$ cat config.mk
export PLATFORM = sky130hd
export DESIGN_NAME = pdhold_top
export DESIGN_NICKNAME = d
export VERILOG_FILES = /design/src/rtl/pdhold_pkg.sv /design/src/rtl/pdhold_ctrl.sv /design/src/rtl/pdhold_freeze.sv /design/src/rtl/pdhold_keeper.sv /design/src/rtl/pdhold_top.sv
export SDC_FILE = /design/constraint.sdc
export NUM_CORES = 1
export LEC_CHECK = 0
export ABC_AREA = 1
export BUFFER_PORTS_ARGS = -buffer_cell sky130_fd_sc_hd__buf_2
export CAP_MARGIN = 20
export CELL_PAD_IN_SITES_DETAIL_PLACEMENT = 0
export CELL_PAD_IN_SITES_GLOBAL_PLACEMENT = 1
export CORE_MARGIN = 5
export CORE_UTILIZATION = 38
export DETAILED_ROUTE_END_ITERATION = 16
export PLACE_DENSITY = 0.82
export SLEW_MARGIN = 0
export SYNTH_ARGS = -nofsm -noshare
export SYNTH_HDL_FRONTEND = slang
export SYNTH_HIERARCHICAL = 1
export SYNTH_SLANG_ARGS = --single-unit
$ cat constraint.sdc
create_clock -name clk -period 2.3 [get_ports clk]
set_clock_uncertainty 0.05 [all_clocks]
set_input_delay 0.345 -clock clk [delete_from_list [all_inputs] [get_ports clk]]
set_output_delay 0.345 -clock clk [all_outputs]
set_load 0.02 [all_outputs]
$ cat src/rtl/pdhold_pkg.sv
`timescale 1ns/1ps
package pdhold_pkg;

   typedef enum logic [1:0] {
      PH_RUN     = 2'd0,
      PH_HOLD    = 2'd1,
      PH_RECOVER = 2'd2
   } pd_phase_t;

   function automatic int unsigned cnt_width(input int unsigned limit);
      return (limit < 2) ? 1 : $clog2(limit + 1);
   endfunction

endpackage

$ cat src/rtl/pdhold_ctrl.sv
`timescale 1ns/1ps
module pdhold_ctrl
   import pdhold_pkg::*;
#(
   parameter int unsigned REC_CYCLES = 250
) (
   input  logic clk,
   input  logic rst_n,
   input  logic cfg_pd_en,
   input  logic pin_a,
   input  logic pin_b,
   output logic en_q,
   output logic pd_req,
   output logic pd_active,
   output logic out_valid
);

   localparam int unsigned CNT_W = cnt_width(REC_CYCLES);
   localparam logic [CNT_W-1:0] REC_LD = CNT_W'(REC_CYCLES);

   pd_phase_t        phase;
   logic [CNT_W-1:0] cnt;

   assign pd_req = en_q & (pin_a | pin_b);

   always_ff @(posedge clk) begin
      if (!rst_n) begin
         en_q  <= cfg_pd_en;
         phase <= PH_RUN;
         cnt   <= '0;
      end else if (pd_req) begin
         phase <= PH_HOLD;
         cnt   <= REC_LD;
      end else begin
         case (phase)
            PH_HOLD: begin
               if (REC_CYCLES == 1) begin
                  phase <= PH_RUN;
                  cnt   <= '0;
               end else begin
                  phase <= PH_RECOVER;
                  cnt   <= REC_LD - CNT_W'(1);
               end
            end
            PH_RECOVER: begin
               if (cnt == CNT_W'(1)) begin
                  phase <= PH_RUN;
                  cnt   <= '0;
               end else begin
                  cnt <= cnt - CNT_W'(1);
               end
            end
            default: begin
               phase <= PH_RUN;
               cnt   <= '0;
            end
         endcase
      end
   end

   assign pd_active = (phase == PH_HOLD);
   assign out_valid = (phase == PH_RUN);

endmodule

$ cat src/rtl/pdhold_freeze.sv
`timescale 1ns/1ps
module pdhold_freeze #(
   parameter int unsigned W = 8
) (
   input  logic         clk,
   input  logic         rst_n,
   input  logic         hold,
   input  logic [W-1:0] d,
   output logic [W-1:0] q
);

   always_ff @(posedge clk) begin
      if (!rst_n)
         q <= '0;
      else if (!hold)
         q <= d;
   end

endmodule

$ cat src/rtl/pdhold_keeper.sv
`timescale 1ns/1ps
module pdhold_keeper #(
   parameter int unsigned W = 8
) (
   input  logic         clk,
   input  logic         rst_n,
   input  logic [W-1:0] drv_val,
   input  logic [W-1:0] drv_en,
   output logic [W-1:0] level
);

   for (genvar i = 0; i < W; i++) begin : g_bit
      always_ff @(posedge clk) begin
         if (!rst_n)
            level[i] <= 1'b0;
         else if (drv_en[i])
            level[i] <= drv_val[i];
      end
   end

endmodule

$ cat src/rtl/pdhold_top.sv
`timescale 1ns/1ps
module pdhold_top #(
   parameter int unsigned N_DED      = 4,
   parameter int unsigned N_IO       = 8,
   parameter int unsigned PDA_IDX    = 3,
   parameter int unsigned PDB_IDX    = 6,
   parameter int unsigned REC_CYCLES = 250
) (
   input  logic             clk,
   input  logic             rst_n,
   input  logic             cfg_pd_en,
   input  logic [N_DED-1:0] ded_in,
   input  logic [N_IO-1:0]  pad_in,
   input  logic [N_IO-1:0]  core_out,
   input  logic [N_IO-1:0]  core_oe,
   output logic [N_DED-1:0] arr_ded,
   output logic [N_IO-1:0]  arr_pad,
   output logic [N_IO-1:0]  pad_out,
   output logic [N_IO-1:0]  pad_oe,
   output logic [N_IO-1:0]  kept_level,
   output logic             core_clk_en,
   output logic             pd_active,
   output logic             out_valid
);

   if (N_DED < 1 || N_IO < 2) begin : g_bad_width
      $error("pdhold_top: need N_DED >= 1 and N_IO >= 2");
   end
   if (PDA_IDX >= N_IO || PDB_IDX >= N_IO) begin : g_bad_index
      $error("pdhold_top: power-down pin index outside pad range");
   end
   if (PDA_IDX == PDB_IDX) begin : g_same_index
      $error("pdhold_top: the two power-down pins must differ");
   end
   if (REC_CYCLES < 1) begin : g_bad_rec
      $error("pdhold_top: REC_CYCLES must be at least 1");
   end

   logic            pd_en_q;
   logic            pd_req;
   logic [N_IO-1:0] pin_mask;
   logic [N_IO-1:0] pad_masked;
   logic [N_IO-1:0] oe_masked;

   for (genvar i = 0; i < N_IO; i++) begin : g_mask
      if (i == PDA_IDX || i == PDB_IDX) begin : g_pd_pin
         assign pin_mask[i] = pd_en_q;
      end else begin : g_user_pin
         assign pin_mask[i] = 1'b0;
      end
   end

   assign pad_masked  = pad_in  & ~pin_mask;
   assign oe_masked   = core_oe & ~pin_mask;
   assign core_clk_en = ~pd_req;

   pdhold_ctrl #(.REC_CYCLES(REC_CYCLES)) u_ctrl (
      .clk       (clk),
      .rst_n     (rst_n),
      .cfg_pd_en (cfg_pd_en),
      .pin_a     (pad_in[PDA_IDX]),
      .pin_b     (pad_in[PDB_IDX]),
      .en_q      (pd_en_q),
      .pd_req    (pd_req),
      .pd_active (pd_active),
      .out_valid (out_valid)
   );

   pdhold_freeze #(.W(N_DED)) u_frz_ded (
      .clk(clk), .rst_n(rst_n), .hold(pd_req), .d(ded_in), .q(arr_ded)
   );

   pdhold_freeze #(.W(N_IO)) u_frz_pad (
      .clk(clk), .rst_n(rst_n), .hold(pd_req), .d(pad_masked), .q(arr_pad)
   );

   pdhold_freeze #(.W(N_IO)) u_frz_out (
      .clk(clk), .rst_n(rst_n), .hold(pd_req), .d(core_out), .q(pad_out)
   );

   pdhold_freeze #(.W(N_IO)) u_frz_oe (
      .clk(clk), .rst_n(rst_n), .hold(pd_req), .d(oe_masked), .q(pad_oe)
   );

   pdhold_keeper #(.W(N_IO)) u_keep (
      .clk     (clk),
      .rst_n   (rst_n),
      .drv_val (pad_out),
      .drv_en  (pad_oe),
      .level   (kept_level)
   );

endmodule

======== Yosys cells after proc, flatten, opt, wreduce, memory -nomap -nowiden ========
Index checks and enable logic that the tools add are counted.
operators by class
  eq/ne operators ......................... 5
  reduce and logical (&&, ||, !) cells .... 2
  shifts and indexed selects .............. 0
  multiplexer cells ....................... 6
  multipliers ............................. 0
  divide/modulo/power cells ............... 0
  bitwise operators ....................... 7
  add/subtract/negate cells ............... 1
  order comparisons ....................... 0
operators with widths
  operator                                              number
  bitwise AND 8 bit                                     2
  two-way mux 8 bit                                     2
  one-hot mux 8 bit (2 select lines)                    1
  equality test 8 x 1 -> 1 bit (second input constant)  1
  inverter 7 -> 8 bit                                   1
  subtractor 8 x 1 -> 8 bit (second input constant)     1
  one-hot mux 2 bit (2 select lines)                    1
  != test 3 x 2 -> 1 bit (second input constant)        1
  equality test 2 x 1 -> 1 bit (second input constant)  1
  equality test 2 bit (second input constant)           1
  zero test 2 bit                                       1
  two-way mux 2 bit                                     1
  != test 2 x 1 -> 1 bit (second input constant)        1
  inverter 1 bit                                        2
  OR reduction 2 bit                                    1
  bitwise AND 1 bit                                     1
  two-way mux 1 bit                                     1
  OR 1 bit                                              1
storage, ports and cells
  bits in registers ....................... 47
  ROM bits ................................ 0
  output and inout port bits .............. 39
  memories kept ........................... 0
  bits in writable memories ............... 0
  bits in latches ......................... 0

======== Logic depth before layout (Yosys ltp) ========
  depth after elaboration ................. 4
  mapped depth ............................ 9
  mapped depth without buffers ............ 9

======== Hierarchy ========
The synthesis kept the hierarchy.
by module, submodules not included
  module                        area each (µm²)  instances  cells an instance  sequential area each (µm²)
  pdhold_freeze (u_frz_oe ...)  356.6            3          51                 160.2
  pdhold_ctrl                   619.3            1          81                 230.2
  pdhold_keeper                 344.1            1          49                 160.2
  pdhold_freeze (u_frz_ded)     166.4            1          25                 80.1
  pdhold_top                    33.8             1          9                  0.0

======== Least setup slack after synthesis ========
No wires, ideal clock.
  kind .................................... register to register
  start ................................... reg u_ctrl.phase[1]
  end ..................................... reg u_ctrl.cnt[5]
  cell stages (with the launch flop) ...... 7
  buffers on the path ..................... 0
  data required time ...................... 2178 ps
  slack ................................... 1074 ps
  arrival time ............................ 1104 ps
  cells stage by stage .................... dfxtp_1 > inv_1 > ha_1 > inv_1 > nand3_1 > nand2_1 > a21oi_1
between the ends
  longest elaborated chain between the ends .. 3
  elaborated cells on any way between the ends .. 4
  classes of those cells .................. eq/ne (2); mux (2)
RTL lines
  element                             line               RTL
  from (decl)                         pdhold_ctrl.sv:21  pd_phase_t phase;
  from (signal assigned)              pdhold_ctrl.sv:29  phase <= PH_RUN;
  from (signal assigned)              pdhold_ctrl.sv:32  phase <= PH_HOLD;
  from (signal assigned)              pdhold_ctrl.sv:38  phase <= PH_RUN;
  equality test 2 x 1 -> 1 bit        -
  via pd_active                       pdhold_top.sv:22   output logic pd_active,
  one-hot mux 8 bit (2 select lines)  pdhold_ctrl.sv:35  case (phase)
  two-way mux 8 bit                   pdhold_ctrl.sv:31  end else if (pd_req) begin
  to (signal assigned)                pdhold_ctrl.sv:42  cnt <= REC_LD - CNT_W'(1);
  to (signal assigned)                pdhold_ctrl.sv:50  cnt <= cnt - CNT_W'(1);
  to (decl)                           pdhold_ctrl.sv:22  logic [CNT_W-1:0] cnt;
The timed path passes the listed nets, and every way through them passes these cells.
A chain may end at the register's enable or synchronous reset.

======== Worst setup path after layout ========
  start ................................... reg u_ctrl.en_q
  end ..................................... out core_clk_en
between the ends
  longest elaborated chain between the ends .. 2
RTL lines
  element                 line               RTL
  from (decl)             pdhold_ctrl.sv:12  output logic en_q,
  from (signal assigned)  pdhold_ctrl.sv:28  en_q <= cfg_pd_en;
  bitwise AND 1 bit       pdhold_ctrl.sv:24  assign pd_req = en_q & (pin_a | pin_b);
  via pd_req              pdhold_top.sv:40   logic pd_req;
  inverter 1 bit          pdhold_top.sv:55   assign core_clk_en = ~pd_req;
  to (decl)               pdhold_top.sv:21   output logic core_clk_en,
The timed path passes the listed nets, and every way through them passes these cells.

==> flow_metrics.tcl <==
set metrics [dict create \
    io_pins 70 \
    leakagePower_nw 1.394 \
    netlist_area_mm2 0.002233 \
    avgSynthCellArea_um2 7.045 \
    dp.cells 452 \
    grt_pass1_wl_um 7859 \
    dp_hpwl_um 3469 \
    cts_setup_buffers 0 \
    r2r-start "u_ctrl/en_q" \
    synth.distinct_cells 21 \
    place_congestion 0.7503 \
    grt_overflow_total 0 \
    drive_above_1_share 0.2675 \
    grt_pass1_vias 1827 \
    coreArea_mm2 0.005816 \
    stdcell_area_mm2 0.002639 \
    h-tree-depth 2 \
    tns_ns 0 \
    worstRegToRegCells 5 \
    max_cap_viol_count 0 \
    drt-vias-per-instance 4.213 \
    synth_fp_nets 353 \
    ys_ff_latch 47 \
    die_area_mm2 0.007511 \
    status "completed" \
    wirelength_um 4741 \
    ctsHoldBuffers 0 \
    cts-buffers-inserted 5 \
    crit_path_top_delay_cell "edfxtp_1" \
    hold_depth 1 \
    arrival_ns 1.29 \
    r2r_slack_ns 0.92 \
    rows 28 \
    ys_warn_count 6 \
    antenna_found_initial 0 \
    num_antenna_cells 0 \
    holdPathEnd "u_ctrl/en_q" \
    initial_core_util 0.3840 \
    relSlewSlack 0.7432 \
    fp.dieW_um 86.67 \
    min_path_type "in2reg" \
    cp_max_fo 16 \
    die_h_um 86.67 \
    drv_slew 0 \
    hold_viol 0 \
    postCtsResizedCells 0 \
    drt-initial-drc-count 94 \
    io_buffers 69 \
    netlist_instances 317 \
    drcViolationCount 0 \
    cpPeakStageDelay_ns 0.42 \
    start_kind "flip-flop" \
    peakVddDrop_uv 416.3 \
    grt_max_degree 45 \
    worst_pin_slew_ns 0.3851 \
    fin_crit_sh 0.7307 \
    drt_first_pass_iters 4 \
    clk_path_buf_depth 2 \
    clk_pin_slew_ns 0.08 \
    grt_util_all_layers 0.1298 \
    cts_tree "done" \
    r2r_end "u_frz_pad/q[5]" \
    period_needed_ns 1.681 \
    worstPathCellList "o21a_2 > inv_1 > buf_2" \
    max_freq_mhz 595.0 \
    final_cells 460 \
    rsz0062_at_grt "false" \
    wl_per_cell_um 10.31 \
    p_per_area_mw_per_mm2 690.7 \
    cts.sinks 47 \
    hp-start "cfg_pd_en" \
    syn_to_final_growth_pct 18.15 \
    required_ns 1.90 \
    finalSetupViolations 0 \
    final_antenna_net_count 0 \
    place_area_mm2 0.002555 \
    seq_area_frac_synth 0.4258 \
    critPathCaptureType "output pin" \
    path_class "reg2out" \
    nets 420 \
    worstSkewPairLatency_ns 0.29 \
    cts_root_buffer "clkbuf_8" \
    via_count 1938 \
]
## cell usage after synthesis, drive strengths merged
cell	number	area, um2
o21a	1	7.510
buf	11	146.4
nand4	1	6.260
nor4	1	6.260
edfxtp	1	30.03
xor2	2	17.52
dfxtp	46	920.9
a21oi	9	45.04
nand2	86	342.8
o21ai	4	20.02
nor2	90	387.9
nand3	5	30.03
ha	5	62.56
inv	53	198.9
a211oi	1	7.510
clkinv	1	3.750
## power breakdown
part | total, mW | switching [mW] | leakage (nW) | internal [mW]
clock network | 0.481 | 0.272 | 0.0477 | 0.209
registers | 0.930 | 0.0457 | 0.391 | 0.884
logic | 0.413 | 0.262 | 0.956 | 0.151
## sequential cells by signal (all words and copies together) (netlist names)
name	count
u_ctrl/cnt	8
u_ctrl/en_q	1
u_ctrl/phase	2
u_frz_ded/q	4
u_frz_oe/q	8
u_frz_out/q	8
u_frz_pad/q	8
u_keep/level	8
## routing by layer
metal,track usage,up-vias,routed length (um)
li1,-,1050,-
met1,0.1575,829,2105
met2,0.2197,57,2208
met3,0.04373,2,399
met4,0.03399,0,28
met5,0,-,0
## critical path, delay by kind of cell (launching register included)
family / cells / cell delay (ns)
AOI/OAI and AO/OA: 1 / 0.35
buffers and inverters: 2 / 0.22
DFF: 1 / 0.42
## placed cells by master (no fill, tap or decap), types with 4 or more instances in the layout
cell,count
nand2_1,78
nor2_1,76
buf_2,69
inv_1,53
dfxtp_1,46
nor2_2,11
a21oi_1,9
nand2_2,8
clkbuf_8,5
ha_1,5
o21ai_0,4
nand3_1,4
## cell families after synthesis
kind of cell / after synthesis / synth area share
AND/OR/NAND/NOR: 183 / 0.3462
buffers and inverters: 65 / 0.1563
flip-flops: 47 / 0.4258
AO/OA/AOI/OAI: 15 / 0.03586
adder cells (fa/ha/maj): 5 / 0.02801
XOR/XNOR: 2 / 0.007845
## cell type report
type                       count  area [um2]
multi-input combinational    205       934.6
timing repair buffer          71       372.9
inverter                      54       202.7
sequential                    47       950.9
fill                         657        3177
clock buffer                   5       68.82
tap                           75       93.84
clock inverter                 3       15.01
## how the worst max path moves through the flow
stage                    startpoint       endpoint  cells after the start
floorplan           u_ctrl/phase[1]  u_ctrl/cnt[5]                      6
global placement          pad_in[6]    core_clk_en                      4
detailed placement        pad_in[6]    core_clk_en                      4
CTS                     u_ctrl/en_q    core_clk_en                      3
global route            u_ctrl/en_q    core_clk_en                      3
finish                  u_ctrl/en_q    core_clk_en                      3
## through the flow
stage	util	total power, mW	worst slack (ns)	hold WS (ns)
3_5_place_dp	0.4393	1.368	0.8956	0.4285
2_1_floorplan	-	1.262	1.074	0.3939
6_report	0.4537	1.823	0.6195	0.1801
5_1_grt	0.4537	1.954	0.4887	0.1690
3_3_place_gp	0.4393	1.363	0.8871	0.4188
4_1_cts	0.4537	1.855	0.5838	0.1641
Power figures use the tool's default switching activity.
